<file path="src/rtl/mpu_regs_pkg.sv">
// Shared types for the protection unit control register file.
// Assumes: a 32-bit access word carrying the group, sub-operation and index fields.
package mpu_regs_pkg;
    // Decoded target of one access; SEL_NONE marks an illegal selection.
    typedef enum logic [3:0] {
        SEL_NONE,
        SEL_CACHE_D,
        SEL_CACHE_I,
        SEL_WBUF,
        SEL_PERM_D_CMP,
        SEL_PERM_I_CMP,
        SEL_PERM_D_FULL,
        SEL_PERM_I_FULL,
        SEL_REGION
    } sel_e;
endpackage

</file>
<file path="src/rtl/mpu_acc_decode.sv">
// Access-word decoder: maps group/sub-operation/index to a target select.
// Assumes: NUM_REGIONS <= 16 so the 4-bit index can address every region.
module mpu_acc_decode
    import mpu_regs_pkg::*;
#(
    parameter int NUM_REGIONS = 8
) (
    input  logic [31:0] word,
    output sel_e        sel,
    output logic [3:0]  idx,
    output logic        bad
);
    logic [3:0] grp;
    logic [2:0] subop;
    logic       unused_bits;

    assign grp         = word[19:16];
    assign subop       = word[7:5];
    assign idx         = word[3:0];
    assign unused_bits = ^{word[31:20], word[15:8], word[4]};

    // Select the target register from the group and sub-operation fields.
    always_comb begin
        sel = SEL_NONE;
        unique case (grp)
            4'd2: begin
                if (subop == 3'd0)      sel = SEL_CACHE_D;
                else if (subop == 3'd1) sel = SEL_CACHE_I;
            end
            4'd3: sel = SEL_WBUF;
            4'd5: begin
                case (subop)
                    3'd0:    sel = SEL_PERM_D_CMP;
                    3'd1:    sel = SEL_PERM_I_CMP;
                    3'd2:    sel = SEL_PERM_D_FULL;
                    3'd3:    sel = SEL_PERM_I_FULL;
                    default: sel = SEL_NONE;
                endcase
            end
            4'd6: begin
                if (int'(idx) < NUM_REGIONS) sel = SEL_REGION;
            end
            default: sel = SEL_NONE;
        endcase
    end

    assign bad = (sel == SEL_NONE);
endmodule

</file>
<file path="src/rtl/mpu_perm_view.sv">
// Converts permission words between the compact (2 bits per region) and
// full (4 bits per region) layouts.
// Assumes: DATA_W >= 4 * NUM_REGIONS.
module mpu_perm_view #(
    parameter int NUM_REGIONS = 8,
    parameter int DATA_W      = 32
) (
    input  logic [DATA_W-1:0] cmp_in,
    output logic [DATA_W-1:0] full_out,
    input  logic [DATA_W-1:0] full_in,
    output logic [DATA_W-1:0] cmp_out
);
    localparam int CMP_W = 2;
    localparam int NIB_W = 4;

    // Spread each compact pair into the low half of its nibble.
    always_comb begin
        full_out = '0;
        for (int k = 0; k < NUM_REGIONS; k++) begin
            full_out[k*NIB_W +: CMP_W] = cmp_in[k*CMP_W +: CMP_W];
        end
    end

    // Gather the low pair of each nibble into the compact layout.
    always_comb begin
        cmp_out = '0;
        for (int k = 0; k < NUM_REGIONS; k++) begin
            cmp_out[k*CMP_W +: CMP_W] = full_in[k*NIB_W +: CMP_W];
        end
    end
endmodule

</file>
<file path="src/rtl/mpu_reg_bank.sv">
// Storage for the protection unit registers; one write port.
// Assumes: wdata already in full layout for permission targets.
module mpu_reg_bank
    import mpu_regs_pkg::*;
#(
    parameter int NUM_REGIONS = 8,
    parameter int DATA_W      = 32
) (
    input  logic                               clk,
    input  logic                               rst_n,
    input  logic                               wr_en,
    input  sel_e                               sel,
    input  logic [3:0]                         idx,
    input  logic [DATA_W-1:0]                  wdata,
    output logic [DATA_W-1:0]                  cache_d,
    output logic [DATA_W-1:0]                  cache_i,
    output logic [DATA_W-1:0]                  wbuf,
    output logic [DATA_W-1:0]                  perm_d,
    output logic [DATA_W-1:0]                  perm_i,
    output logic [NUM_REGIONS-1:0][DATA_W-1:0] region
);
    // Single registers: cacheable bits, write buffer, permissions.
    always_ff @(posedge clk) begin
        if (!rst_n) begin
            cache_d <= '0;
            cache_i <= '0;
            wbuf    <= '0;
            perm_d  <= '0;
            perm_i  <= '0;
        end else if (wr_en) begin
            case (sel)
                SEL_CACHE_D:                     cache_d <= wdata;
                SEL_CACHE_I:                     cache_i <= wdata;
                SEL_WBUF:                        wbuf    <= wdata;
                SEL_PERM_D_CMP, SEL_PERM_D_FULL: perm_d  <= wdata;
                SEL_PERM_I_CMP, SEL_PERM_I_FULL: perm_i  <= wdata;
                default: ;
            endcase
        end
    end

    // One register per region, written when its index is selected.
    for (genvar g = 0; g < NUM_REGIONS; g++) begin : g_region
        always_ff @(posedge clk) begin
            if (!rst_n)
                region[g] <= '0;
            else if (wr_en && sel == SEL_REGION && int'(idx) == g)
                region[g] <= wdata;
        end
    end


    no_write_stable_chk: assert property (@(posedge clk) disable iff (!rst_n)
        !wr_en |=> ($stable(cache_d) && $stable(cache_i) && $stable(wbuf)
                    && $stable(perm_d) && $stable(perm_i) && $stable(region)));
endmodule

</file>
<file path="src/rtl/mpu_ctrl_regs.sv">
// Top of the protection unit control register file: decodes each access,
// writes the bank, builds read data and registers the response.
// Assumes: one access per cycle; the response appears the following cycle.
module mpu_ctrl_regs
    import mpu_regs_pkg::*;
#(
    parameter int NUM_REGIONS = 8,
    parameter int DATA_W      = 32
) (
    input  logic              clk,
    input  logic              rst_n,
    input  logic              acc_valid,
    input  logic              acc_write,
    input  logic [31:0]       acc_word,
    input  logic [DATA_W-1:0] acc_wdata,
    output logic              rd_valid,
    output logic [DATA_W-1:0] rd_data,
    output logic              acc_err
);
    localparam int IDX_W   = (NUM_REGIONS > 1) ? $clog2(NUM_REGIONS) : 1;
    localparam int CMP_TOP = 2 * NUM_REGIONS;

    sel_e                              sel;
    logic [3:0]                        idx;
    logic                              bad;
    logic                              wr_en;
    logic                              cmp_sel;
    logic [DATA_W-1:0]                 wr_full, perm_src, perm_cmp, wr_value, rd_mux;
    logic [DATA_W-1:0]                 cache_d, cache_i, wbuf, perm_d, perm_i;
    logic [NUM_REGIONS-1:0][DATA_W-1:0] region;
    logic                              rd_cmp_q;

    mpu_acc_decode #(.NUM_REGIONS(NUM_REGIONS)) dec_i (
        .word (acc_word),
        .sel  (sel),
        .idx  (idx),
        .bad  (bad)
    );

    assign cmp_sel  = (sel == SEL_PERM_D_CMP) || (sel == SEL_PERM_I_CMP);
    assign perm_src = (sel == SEL_PERM_I_CMP) ? perm_i : perm_d;

    mpu_perm_view #(.NUM_REGIONS(NUM_REGIONS), .DATA_W(DATA_W)) view_i (
        .cmp_in   (acc_wdata),
        .full_out (wr_full),
        .full_in  (perm_src),
        .cmp_out  (perm_cmp)
    );

    assign wr_en    = acc_valid && acc_write && !bad;
    assign wr_value = cmp_sel ? wr_full : acc_wdata;

    mpu_reg_bank #(.NUM_REGIONS(NUM_REGIONS), .DATA_W(DATA_W)) bank_i (
        .clk     (clk),
        .rst_n   (rst_n),
        .wr_en   (wr_en),
        .sel     (sel),
        .idx     (idx),
        .wdata   (wr_value),
        .cache_d (cache_d),
        .cache_i (cache_i),
        .wbuf    (wbuf),
        .perm_d  (perm_d),
        .perm_i  (perm_i),
        .region  (region)
    );

    // Pick the read value for the decoded target.
    always_comb begin
        case (sel)
            SEL_CACHE_D:                     rd_mux = cache_d;
            SEL_CACHE_I:                     rd_mux = cache_i;
            SEL_WBUF:                        rd_mux = wbuf;
            SEL_PERM_D_CMP, SEL_PERM_I_CMP:  rd_mux = perm_cmp;
            SEL_PERM_D_FULL:                 rd_mux = perm_d;
            SEL_PERM_I_FULL:                 rd_mux = perm_i;
            SEL_REGION:                      rd_mux = region[idx[IDX_W-1:0]];
            default:                         rd_mux = '0;
        endcase
    end

    // Register the response: read strobe and data, or a fault pulse.
    always_ff @(posedge clk) begin
        if (!rst_n) begin
            rd_valid <= 1'b0;
            rd_data  <= '0;
            acc_err  <= 1'b0;
            rd_cmp_q <= 1'b0;
        end else begin
            rd_valid <= acc_valid && !acc_write && !bad;
            rd_data  <= (acc_valid && !acc_write && !bad) ? rd_mux : '0;
            acc_err  <= acc_valid && bad;
            rd_cmp_q <= acc_valid && !acc_write && cmp_sel;
        end
    end


    fault_pulse_chk: assert property (@(posedge clk) disable iff (!rst_n)
        (acc_valid && bad) |=> (acc_err && !rd_valid));

    read_strobe_chk: assert property (@(posedge clk) disable iff (!rst_n)
        (acc_valid && !acc_write && !bad) |=> (rd_valid && !acc_err));

    resp_excl_chk: assert property (@(posedge clk) disable iff (!rst_n)
        $onehot0({rd_valid, acc_err}));

    cmp_upper_zero_chk: assert property (@(posedge clk) disable iff (!rst_n)
        (rd_valid && rd_cmp_q) |-> (rd_data[DATA_W-1:CMP_TOP] == '0));
endmodule

</file>
<file path="config.mk">
export PLATFORM = sky130hd
export DESIGN_NAME = mpu_ctrl_regs
export DESIGN_NICKNAME = d
export VERILOG_FILES = /design/src/rtl/mpu_regs_pkg.sv /design/src/rtl/mpu_acc_decode.sv /design/src/rtl/mpu_perm_view.sv /design/src/rtl/mpu_reg_bank.sv /design/src/rtl/mpu_ctrl_regs.sv
export SDC_FILE = /design/constraint.sdc
export NUM_CORES = 1
export LEC_CHECK = 0
export BUFFER_PORTS_ARGS = -buffer_cell sky130_fd_sc_hd__clkbuf_2
export CORE_ASPECT_RATIO = 0.8
export CORE_MARGIN = 2
export CORE_UTILIZATION = 35
export CTS_CLUSTER_DIAMETER = 200
export DETAILED_ROUTE_END_ITERATION = 10
export GPL_ROUTABILITY_DRIVEN = 0
export PLACE_DENSITY = 0.5
export RECOVER_POWER = 50
export SLEW_MARGIN = 20
export SYNTH_ARGS = -nofsm -noshare
export SYNTH_HDL_FRONTEND = slang
export SYNTH_SLANG_ARGS = --single-unit
</file>
<file path="constraint.sdc">
create_clock -name clk -period 1.8 [get_ports clk]
set_input_delay 0.09 -clock clk [delete_from_list [all_inputs] [get_ports clk]]
set_output_delay 0.09 -clock clk [all_outputs]
set_load 0.02 [all_outputs]
</file>
* Word level (Yosys, flattened, before mapping)
Cells that the tools add are included.
** Storage, ports and cells
- Register bits :: 450
- Input bits :: 68
- Output and inout bits :: 34
- Logic and storage cells :: 79
** Operators by class
- Magnitude comparators :: 2
- Equality and inequality tests :: 22
- Multiplexer cells :: 10
- Reduce and logical (&&, ||, !) cells :: 29
** Operators with widths (count)
- one-hot mux 32 bit (7 select lines) :: 1
- binary-select mux 32 bit (select 3 bit) :: 1
- two-way mux 32 bit :: 2
- == test 4 x 3 -> 1 bit (second input constant) :: 8
- two-way mux 30 bit :: 1
- == test 4 x 2 -> 1 bit (second input constant) :: 5
- == test 4 bit (second input constant) :: 5
- one-hot mux 4 bit (4 select lines) :: 1
- logical AND 1 bit :: 14
- one-hot mux 3 bit (4 select lines) :: 1
- AND reduction 2 bit :: 6
- logical NOT 4 bit :: 2
- two-way mux 4 bit :: 2
- == test 3 x 2 -> 1 bit (second input constant) :: 2
- OR reduction 2 bit :: 3
- == test 4 x 1 -> 1 bit (second input constant) :: 1
- less-than comparator 3 x 4 -> 1 bit (second input constant) :: 1
- less-than comparator 4 bit (second input constant) :: 1
- == test 3 x 1 -> 1 bit (second input constant) :: 1
- logical NOT 3 bit :: 1
- logical NOT 1 bit :: 2
- two-way mux 2 bit :: 1
- logical OR 1 bit :: 1

* Depth between registers and ports, before layout
Gate-level depths: netlist of run 1.
- Word-level depth :: 9
- Depth in mapped cells :: 9
- Gate-level depth less buffers :: 6

* By module
A second synthesis of run 1 with hierarchy kept.
** Unflattened totals
- Cells, all modules :: 1987
- Area, all modules :: 20473.4 um2
** Modules (own cells, without submodules)
- mpu_reg_bank :: instances 1, cells an instance 1514, area an instance 15160.8 um2, sequential area each 8328.0 um2
- mpu_ctrl_regs :: instances 1, cells an instance 391, area an instance 4695.8 um2, sequential area each 680.7 um2
- mpu_perm_view :: instances 1, cells an instance 65, area an instance 484.2 um2, sequential area each 0.0 um2
- mpu_acc_decode :: instances 1, cells an instance 17, area an instance 132.6 um2, sequential area each 0.0 um2

* Least setup slack after synthesis of run 1
OpenSTA, ideal clock, no wires.
- Path type :: in2reg
- Start :: in acc_word[5]
- End :: reg rd_data[10]
- Setup time :: 75 ps
- Data arrival time :: 1667 ps
- Data required time :: 1725 ps
- Path slack :: 59 ps
- Stages on the path :: 7
- Buffers on the path :: 2
- Cell sequence :: buf_4 -> or3b_1 -> buf_2 -> a21oi_1 -> or2_2 -> mux2_2 -> a31oi_1
** On the way
- Cells in the longest elaborated chain, start to end :: 8
- Elaborated cells on any way between the ends :: 23
- Those cells by class :: eq/ne: 11; mux: 6; reduce/logical: 6
** RTL lines
- start, declared :: line mpu_ctrl_regs.sv:14 : input logic [31:0] acc_word,
- == test 3 x 1 -> 1 bit :: line mpu_acc_decode.sv:28, mpu_acc_decode.sv:32
- two-way mux 2 bit :: line mpu_acc_decode.sv:28 : else if (subop == 3'd1) sel = SEL_CACHE_I;
- two-way mux 4 bit :: line mpu_acc_decode.sv:27 : if (subop == 3'd0) sel = SEL_CACHE_D;
- one-hot mux 4 bit (4 select lines) (*) :: line mpu_acc_decode.sv:25 : unique case (grp)
- branches (longest 4 deep; another with one-hot mux 32 bit (7 select lines))
- end signal, assigned :: line mpu_ctrl_regs.sv:91 : rd_data <= (acc_valid && !acc_write && !bad) ? rd_mux : '0;
- end, declared :: line mpu_ctrl_regs.sv:17 : output logic [DATA_W-1:0] rd_data,
Every way passes the cells marked *.
A chain may end at the register's enable or synchronous reset.

* Worst setup path after layout of run 1
- Start :: reg bank_i.region[231] (netlist name)
- End :: reg rd_data[7]
** On the way
- Cells in the longest elaborated chain, start to end :: 3
** RTL lines
- start, declared :: line mpu_reg_bank.sv:20 : output logic [NUM_REGIONS-1:0][DATA_W-1:0] region
- start signal, assigned by index :: line mpu_reg_bank.sv:48 : region[g] <= wdata;
- binary-select mux 32 bit (select 3 bit) :: line mpu_ctrl_regs.sv:77 : SEL_REGION: rd_mux = region[idx[IDX_W-1:0]];
- two-way mux 32 bit (not written as such) :: line mpu_ctrl_regs.sv:77
- one-hot mux 32 bit (7 select lines) :: line mpu_ctrl_regs.sv:70 : case (sel)
No other way between the ends. The select of a mux whose other input is x is not followed.

==> run summary, run 1 <==
Outcome - complete, no violations
Drt wl/cell - 21.28 um
Critical path capture point type - register
Tmin final - 1.720 ns
Sequential share of the synthesized area - 45.02%
GRT Resource Usage Total - 21.92%
Final hold vios - 0
TritonCTS clock tree - yes
Clk sinks - 450
Reg clk slew, reported paths - 0.06 ns
Mean post-synth cell area - 9.376 sq um
Row count - 78
Overall die width - 271.3 um
Share of cells above drive strength 1 - 19.46%
DR vias - 16.45k
Leak - 10.58 nW
Worst Tran Pin Value - 0.8244 ns
Initial Util - 35.35%
Total CTS buffers - 50
Slew Limit Fails - 0
Top_reg_cell synth - dfxtp_1
Combinational family with the most area after synthesis - compound AO/OA/AOI/OAI gates
Flop pwr share - 46.4%
Netlist cell types - 62
Clock latency on the worst-skew pair - 0.60 ns
Worst Path Arrival - 2.19 ns
Setup Viol. Count Final - 0
Critical Path Start - bank_i.region[231]
Xor-xnor portion of the synthesized cell area - 0%
Synth Area in Compound Gates - 23.23%
Hold Path Class - in -> reg
Final #Nets - 2,348
Total grt overflow - 0
Area leader, netlist - dfxtp_1
Synth Area in Adders - 0%
Synthesized instance count - 2,134
Clk buf depth - 3
CP startpoint kind - register
Full die area - 59,110 sq um
Diodes inserted - 0
Mux contribution to synthesized area - 10.16%
Worst hold margin - 0.02362 ns
Vias in the first global route - 15.74k
Net Switching - 5.022 mW
Detailed Place HPWL - 44,350 um
Max cap viols - 0
Fillers - 5,455
Post-synth EDFFs - 0
Max Fclk - 581.5 MHz
Crit-path max FO - 2
RR Startpoint - bank_i.region[231]
Number of I/O port buffers - 80
Fraction of power spent switching nets - 23.31%
Synth Area in Simple Gates - 16.50%
Cell Area, Synth - 20,010 sq um
Final wirelength - 65,470 um
Final Worst Setup Slack - 0.08028 ns
CORE AREA - 56,600 sq um
Clk root buf - clkbuf_16
Worst VDD drop - 0.6101 mV
Slew margin rel. - 45.04%
Synth Warn # - 0
DR iter-0 viols - 1,406
Initial antenna violation count - 0
Die Ht - 217.9 um
Htree depth - 2
Skew final - 0.01547 ns
Unrepaired setup endpoints after global routing - false
Final worst-path cycle share - 95.54%
Comb power frac - 5.6%
DRC errors left - 0
Hold path startpoint - acc_wdata[18]
Share of Yosys cell area claimed by the top area cell type - 45.02%
Synth Net Count - 2,202
WS Path Type - reg -> reg
Synth area leaders - dfxtp_1, nand2_1, o211a_1
Pre-CTS setup slack - -0.3193 ns
Setup Fix Bufs, Post-CTS - 0
Clk pwr share - 48.0%
Layout area overhead - 20.71%
Count leader, synth - nand2_1
Required time worst endpoint - 2.27 ns
Synthesis-stage register bit count - 450
Ys async rst share - 0%
Total power - 21.54 mW
Vias per inst - 5.345
Antenna viol nets, final - 0
Top cells by count, synth - nand2_1, dfxtp_1, o211a_1
Detailed-router iteration count before antenna repair - 7
Ports - 102
P per Cell Area - 891.9 nW/um^2
First-pass GRT wire length - 99,190 um
Internal power - 16.52 mW
Largest net degree at the start of global routing - 206
==> path summary, 6_finish.rpt <==
kind	endpoint	slack [ns]	cells after the start
setup reg to reg	rd_data[7]	0.08	6
setup / recovery	rd_data[7]	0.08	6
hold / removal	bank_i.region[210]	0.02	5
hold reg to reg	bank_i.region[78]	0.45	2
==> sequential cells by signal, summed over array words and instances (netlist names) <==
register / count
acc_err: 1
bank_i.cache_d: 32
bank_i.cache_i: 32
bank_i.perm_d: 32
bank_i.perm_i: 32
bank_i.region: 256
bank_i.wbuf: 32
rd_data: 32
rd_valid: 1
==> kinds of logic (layout without fill, tap and decap cells) <==
| group | after synthesis | in the layout |
|---|---|---|
| and+or+nand+nor | 794 | 794 |
| AOI/OAI and AO/OA | 558 | 558 |
| DFF | 450 | 450 |
| buffers and inverters | 215 | 398 |
| muxes | 117 | 117 |
==> placed cells by master (no fill, tap or decap), drive strengths merged, types with 4 or more instances in the layout <==
cell type,netlist,layout
dlygate4sd3,0,5
mux2,19,19
a22o,31,31
a221oi,16,16
a21boi,234,234
nor2,31,31
a221o,4,4
and2,22,22
or3b,4,4
nand3,6,6
clkinv,0,10
and3,10,10
dfxtp,450,450
buf,134,207
a22oi,22,22
mux2i,34,34
o31a,4,4
clkbuf,77,165
nand2,685,685
o22ai,9,9
mux4,64,64
nor3,6,6
a21oi,21,21
o211a,182,182
inv,4,5
a2111oi,5,5
nor3b,9,9
o21ai,11,11
a31oi,4,4
o21a,4,4
==> power by group through the flow <==
| stage | clock [mW] | combinational [mW] | sequential (mW) |
|---|---|---|---|
| after global routing | 10.9 | 1.28 | 9.99 |
| final | 10.3 | 1.21 | 9.99 |
| after global placement | 0 | 1.19 | 10.2 |
| after CTS | 10.5 | 1.21 | 9.99 |
| after floorplan | 0 | 0.618 | 10.2 |
| after detailed placement | 0 | 1.20 | 10.2 |
==> per-layer routing <==
layer / vias up / GRT usage [%] / wire (um) / part of all wire (%)
met3: 97 / 2.566 / 3144 / 4.8
met2: 427 / 34.15 / 29220 / 45
li1: 7767 / - / - / -
met1: 8156 / 31.84 / 31450 / 48
met4: 0 / 6.337 / 1660 / 2.5
met5: - / 0 / 0 / 0
==> per-stage QoR <==
stage / utilization, % / TNS, ns / instances / area, sq um
floorplan: - / 0 / 2134 / 20010
global placement: 40.00 / -8.734 / 2983 / 22640
detailed placement: 40.00 / -12.94 / 2983 / 22640
CTS: 42.98 / 0 / 3077 / 24330
global route: 42.67 / 0 / 3077 / 24150
finish: 42.67 / 0 / 3077 / 24150
==> worst max-delay path, stage by stage, from the launching register on <==
cell and delay (ns):
dfxtp_1 0.31, mux4_2 0.48, mux2i_2 0.23, nor2_1 0.07, buf_4 0.15, a2111oi_1 0.30, nor2_1 0.07
==> repair_timing <==
item | 4_1_cts | 5_1_grt
setup endpoints to repair | 0 | 20
endpoints found under the hold margin | 25 | 0
gates resized for setup | 0 | 13
hold buffers | 5 | 0
==> cell type report <==
class / instances / area, sq um / area share, %
well taps: 760 / 950.9 / 3.937
multi-input cells: 1469 / 10030 / 41.52
repair buffers: 305 / 2514 / 10.41
inverters: 4 / 15.01 / 0.06216
clock buffers: 72 / 1465 / 6.066
flip-flops and latches: 450 / 9009 / 37.30
clock inverters: 17 / 171.4 / 0.7097
Note: power is estimated with default switching activity, not from simulation.
==> run 2, diff against run 1 <==
Settings changed: CORE_UTILIZATION 35 to 55, CTS_CLUSTER_DIAMETER 200 to default, PLACE_DENSITY 0.5 to 0.74.
==> run 2 against run 1 <==
  * The run now ends with setup timing left
  * Clock power decreased by 9.8%
  * Combinational power fell by 7%
  * Maximum frequency down 4.5%
  * Cell count decreased by 11%
  * Wire length down 12%
  * Critical path depth stayed put
  * Worst hold slack improved by 0.046 ns
  * Core utilization is 22 points higher
  * Global-route usage increased by 8.4 points
  * Worst setup slack worse by 0.082 ns
  * Critical path type unchanged
==> run summary, run 2 (synthesis gave the netlist of run 1 again) <==
Outcome - complete, but fails checks
Failing checks - setup timing
Max Fclk - 555.2 MHz (-4.5%)
Clk root buf - clkbuf_16
Worst reg-to-reg setup slack - -0.001 ns (-0.08 ns)
Slew margin rel. - 26.27% (-19 points)
Die Ht - 174.6 um (-20%)
R2R depth - 6 (unchanged)
Layout area overhead - 16.71%
CP peak stage delay - 0.50 ns (+0.02 ns)
Number of I/O port buffers - 80 (unchanged)
Total power - 20.40 mW (-5.3%)
Required time worst endpoint - 2.25 ns (-0.02 ns)
Final #Nets - 2,301 (-2.0%)
First-pass GRT wire length - 90,800 um (-8.5%)
Non-Filler Instances - 2,748 (-11%)
WS Path Type - reg -> reg
Vias in the first global route - 16.36k (+4.0%)
Setup Fix Bufs, Post-CTS - 0 (unchanged)
Worst hold margin - 0.06922 ns (+0.04559 ns)
Skew final - 0.01159 ns (-0.003888 ns)
DRC errors left - 0 (unchanged)
P per Cell Area - 873.6 nW/um^2 (-2.0%)
Fin util - 65.16% (+22 points)
Crit-path max FO - 2 (unchanged)
Register with the most flip-flops - bank_i.region
Critical Path Start - bank_i.region[103]
Total grt overflow - 0 (unchanged)
Final Worst Setup Slack - -0.001227 ns (-0.08151 ns)
Detailed-router iteration count before antenna repair - 6 (-1)
Worst Tran Pin Value - 1.105 ns (+0.2804 ns)
Total CTS buffers - 44 (-12%)
Most common cell after layout, fill and taps aside - nand2_1
DR iter-0 viols - 2,034 (+45%)
Antenna viol nets, final - 0 (unchanged)
Htree depth - 2 (unchanged)
Leak - 10.31 nW (-2.6%)
Max cap viols - 0 (unchanged)
CP delay by family, top - multiplexers
Row count - 62 (-21%)
Levels on crit path - 6 (unchanged)
Hold Path Class - in -> reg
Setup Viol. Count Final - 1 (+1)
Most frequent cells in the layout - nand2_1, dfxtp_1, o211a_1
Slew Limit Fails - 0 (unchanged)
Drt wl/cell - 21.06 um (-1.0%)
Placed insts - 2,662 (-11%)
Ports - 102 (unchanged)
Post-route cell area - 23,350 sq um (-3.3%)
Largest net degree at the start of global routing - 163 (-21%)
Clk sinks - 450 (unchanged)
Reg clk slew, reported paths - 0.06 ns (about the same)
Dpl cell area - 22,010 sq um (-2.8%)
Sum of buffers and inverters on the critical path - 1 (unchanged)
TritonCTS clock tree - yes
Number of flip-flops in the largest register - 256 (unchanged)
Critical path capture point type - register
CORE AREA - 35,840 sq um (-37%)
Worst Path Arrival - 2.25 ns (+0.06 ns)
Worst VDD drop - 0.7453 mV (+22%)
DR vias - 16.77k (+2.0%)
Initial Util - 55.83% (+20 points)
Tmin final - 1.801 ns (+0.08151 ns)
GRT Resource Usage Total - 30.36% (+8.4 points)
Initial antenna violation count - 0 (unchanged)
Critical path cell sequence - mux4_2 -> mux2i_2 -> nor2_1 -> a2111oi_2 -> buf_4 -> nor2_1
Final hold vios - 0 (unchanged)
Vias per inst - 6.103 (+14%)
R2R Path End - rd_data[7]
RR Startpoint - bank_i.region[103]
Most used cell, CP - nor2_1
Detailed Place HPWL - 38,740 um (-13%)
Critical path's slowest cell - mux4_2
Final worst-path cycle share - 100.1% (+4.5 points)
Overall die width - 217.3 um (-20%)
Clock latency on the worst-skew pair - 0.56 ns (-0.04 ns)
CP startpoint kind - register
Worst setup path end - rd_data[7]
Final wirelength - 57,860 um (-12%)
Clk buf depth - 3 (unchanged)
Full die area - 37,930 sq um (-36%)
Share of cells above drive strength 1 - 17.68% (-1.8 points)
Diodes inserted - 0 (unchanged)
## run 2: worst reg2reg max path: cells and delay by family (launching register included)
| family | cells | cell delay [ns] |
|---|---|---|
| mux | 2 | 0.78 |
| flops | 1 | 0.32 |
| compound gates | 1 | 0.26 |
| simple gates | 2 | 0.18 |
| buf+inv | 1 | 0.17 |
## run 2: worst min path at each step
stage,startpoint,end,depth (start not counted),slack (ns)
after floorplan,acc_valid,acc_err,2,0.23
final,acc_wdata[17],bank_i.wbuf[17],5,0.07
after global routing,acc_wdata[17],bank_i.region[209],5,0.09
after global placement,acc_valid,acc_err,3,0.36
after detailed placement,acc_valid,acc_err,3,0.37
after CTS,acc_wdata[17],bank_i.region[209],5,0.05
## run 2: timing repair
item / CTS / global route
hold endpoints to repair: 41 / 0
endpoints found under the setup margin: 2 / 9
hold buffers: 5 / 0
resized for setup: 6 / 5
## run 2: final cells by class
cell class | count | area [sq um]
clock inverters | 11 | 115.1
repair buffers | 264 | 2275
well taps | 480 | 600.6
multi-input cells | 1469 | 10000
inverters | 4 | 15.01
flip-flops and latches | 450 | 9009
clock buffers | 70 | 1340
fillers | 2852 | 12490
## run 2: power breakdown
part	switching, mW	internal (mW)	leakage (nW)
Combinational	0.680	0.440	5.96
Sequential	0.0117	9.98	3.62
Clock	3.89	5.40	0.717
## run 2: routing by layer
| layer | vias to the layer above | part of all wire, % | track usage (%) |
|---|---|---|---|
| li1 | 7670 | - | - |
| met1 | 8262 | 43 | 42.48 |
| met2 | 741 | 46 | 49.19 |
| met3 | 99 | 8.4 | 3.795 |
| met4 | 0 | 2.5 | 9.475 |
| met5 | - | 0 | 0 |
## run 2: per-stage QoR
stage	worst slack, ns	setup TNS, ns
after global routing	-0.01784	-0.01784
after floorplan	0.05874	0
after global placement	-0.3554	-4.399
after CTS	0.01101	0
final	-0.001227	-0.001227
after detailed placement	-0.3660	-9.773
==> run 3, diff against run 2 <==
Settings changed: BUFFER_PORTS_ARGS -buffer_cell sky130_fd_sc_hd__clkbuf_2 to -buffer_cell sky130_fd_sc_hd__buf_2.
==> run 3 against run 2 <==
  * The run now ends clean
  * Critical path type is now in -> reg
  * Sequential cell count unchanged
  * Sequential share of layout area decreased by 0.26 points
  * First-iteration DRC count decreased by 6.7%
  * Die area unchanged
  * Clock skew decreased by 0.0018 ns
  * Combinational power about the same
  * Clock power decreased by 2%
  * Cell count increased by 1.1%
  * Worst hold slack improved by 0.028 ns
  * Wire length increased by 2.2%
  * Sequential power about the same
  * Core utilization increased by 0.46 points
==> run summary, run 3 (synthesis gave the netlist of run 1 again) <==
Outcome - complete, no violations
Htree depth - 2 (unchanged)
Total grt overflow - 0 (unchanged)
Critical path's slowest cell - buf_2
Row count - 62 (unchanged)
Layout area overhead - 17.53%
Antenna viol nets, final - 0 (unchanged)
Tmin final - 1.731 ns (-0.07048 ns)
CP peak stage delay - 0.58 ns (+0.08 ns)
Most Used Layer, Global Route - met2
Ports - 102 (unchanged)
Share of cells above drive strength 1 - 18.55% (+0.87 points)
Clk root buf - clkbuf_16
R2R Path End - rd_data[7]
Worst hold margin - 0.09742 ns (+0.02821 ns)
DR iter-0 viols - 1,897 (-6.7%)
Initial Util - 55.83% (unchanged)
Detailed-router iteration count before antenna repair - 7 (+1)
Hold path startpoint - acc_wdata[16]
Setup Fix Bufs, Post-CTS - 0 (unchanged)
Placed insts - 2,697 (+1.3%)
Critical path capture point type - register
Unrepaired setup endpoints after global routing - false
Number of flip-flops in the largest register - 256 (unchanged)
Worst Tran Pin Value - 0.7173 ns (-0.3874 ns)
Most common cell after layout, fill and taps aside - nand2_1
GR Layer Usage met1 - 42.74% (+0.26 points)
Register with the most flip-flops - bank_i.region
Non-Filler Instances - 2,777 (+1.1%)
Worst reg-to-reg setup slack - 0.08 ns (+0.08 ns)
Worst Path Arrival - 2.17 ns (-0.08 ns)
GRT Resource Usage Total - 31.20% (+0.84 points)
Number of I/O port buffers - 80 (unchanged)
Final worst-path cycle share - 96.15% (-3.9 points)
Hold Path Class - in -> reg
Crit-path max FO - 30 (+28)
Fillers - 2,857 (+0.18%)
Die Ht - 174.6 um (unchanged)
Final wirelength - 59,160 um (+2.2%)
Worst VDD drop - 0.6304 mV (-15%)
Hold path depth - 5 (unchanged)
Clk sinks - 450 (unchanged)
Slew Limit Fails - 0 (unchanged)
Pre-CTS setup slack - -0.1949 ns (+0.1711 ns)
Initial antenna violation count - 0 (unchanged)
Vias per inst - 6.115 (+0.18%)
DR vias - 16.98k (+1.2%)
Worst Hold End - bank_i.region[112]
Reg clk slew, reported paths - 0.06 ns (about the same)
Diodes inserted - 0 (unchanged)
Final hold vios - 0 (unchanged)
Leak - 10.47 nW (+1.6%)
Vias in the first global route - 16.70k (+2.0%)
Skew final - 0.009760 ns (-0.001827 ns)
Sum of buffers and inverters on the critical path - 4 (+3)
Full die area - 37,930 sq um (unchanged)
Overall die width - 217.3 um (unchanged)
Max cap viols - 0 (unchanged)
Critical path cell sequence - buf_2 -> buf_4 -> nor2_1 -> nand2_1 -> buf_2 -> mux2i_1 -> clkbuf_2 -> nand2_1 -> o211a_1
CP startpoint kind - primary input
R2R depth - 6 (unchanged)
WS Path Type - in -> reg
Clock latency on the worst-skew pair - 0.55 ns (about the same)
Largest net degree at the start of global routing - 176 (+8.0%)
Max Fclk - 577.8 MHz (+4.1%)
Most frequent cells in the layout - nand2_1, dfxtp_1, o211a_1
Setup Viol. Count Final - 0 (-1)
Drt wl/cell - 21.30 um (+1.2%)
Met2 usage - 49.51% (+0.32 points)
TritonCTS clock tree - yes
Total CTS buffers - 45 (+2.3%)
Required time worst endpoint - 2.24 ns (about the same)
RR Startpoint - bank_i.region[167]
Clk buf depth - 3 (unchanged)
First-pass GRT wire length - 93,080 um (+2.5%)
DRC errors left - 0 (unchanged)
Detailed Place HPWL - 39,560 um (+2.1%)
Slew margin rel. - 52.18% (+26 points)
P per Cell Area - 861.2 nW/um^2 (-1.4%)
CORE AREA - 35,840 sq um (unchanged)
Final Worst Setup Slack - 0.06925 ns (+0.07048 ns)
Global routing usage on met3 - 5.779% (+2.0 points)
Final #Nets - 2,336 (+1.5%)
CP delay by family, top - buffers and inverters
[run 3: worst max-delay path by stage]
stage                                   from  depth (start not counted)                 end  slack, ns
after floorplan                  acc_word[5]                          7         rd_data[10]       0.06
after global placement           acc_word[0]                          9  bank_i.region[160]      -0.16
after CTS                 bank_i.region[167]                          7          rd_data[7]       0.05
after detailed placement         acc_word[0]                         10   bank_i.region[32]      -0.19
after global routing             acc_word[6]                          9  bank_i.region[165]      0.003
final                            acc_word[6]                          9   bank_i.perm_i[12]       0.07
[run 3: worst reg2reg max path, stage by stage (launching register included)]
cell,delay (ns)
dfxtp_2,0.32
mux4_2,0.46
mux2i_1,0.18
buf_4,0.18
nor2_4,0.06
a2111oi_4,0.34
nor2_1,0.07
[run 3: layer usage]
layer | wire, um | part of all wire (%)
met1 | 24820 | 42
met3 | 5531 | 9.3
met4 | 1864 | 3.2
met2 | 26940 | 46
met5 | 0 | 0
[run 3: power breakdown]
group | internal (mW) | switching [mW] | total [mW]
registers | 9.98 | 0.0116 | 9.99
logic | 0.455 | 0.694 | 1.15
clock network | 5.25 | 3.86 | 9.11
[run 3: final cells by class]
class	count	area [sq um]	share of cell area [%]
multi-input cells	1469	10000	42.52
flip-flops and latches	450	9010	38.31
repair buffers	298	2475	10.52
clock buffers	67	1339	5.693
well taps	480	600.6	2.554
clock inverters	9	78.83	0.3352
inverters	4	15.01	0.06384
[run 3: timing repair]
action,4_1_cts,5_1_grt
hold buffers,5,0
endpoints found under the hold margin,52,0
gates resized for setup,2,6
pin swaps,0,1
endpoints found under the setup margin,1,32
[run 3: metrics by stage]
| step | power [mW] | TNS (ns) | area (sq um) | utilization (%) |
|---|---|---|---|---|
| after floorplan | 10.83 | 0 | 20010 | - |
| after CTS | 20.36 | 0 | 23720 | 66.18 |
| final | 20.25 | 0 | 23520 | 65.62 |
| after global placement | 11.35 | -11.58 | 22250 | 62.07 |
| after detailed placement | 11.36 | -20.19 | 22250 | 62.07 |
| after global routing | 20.82 | 0 | 23520 | 65.62 |
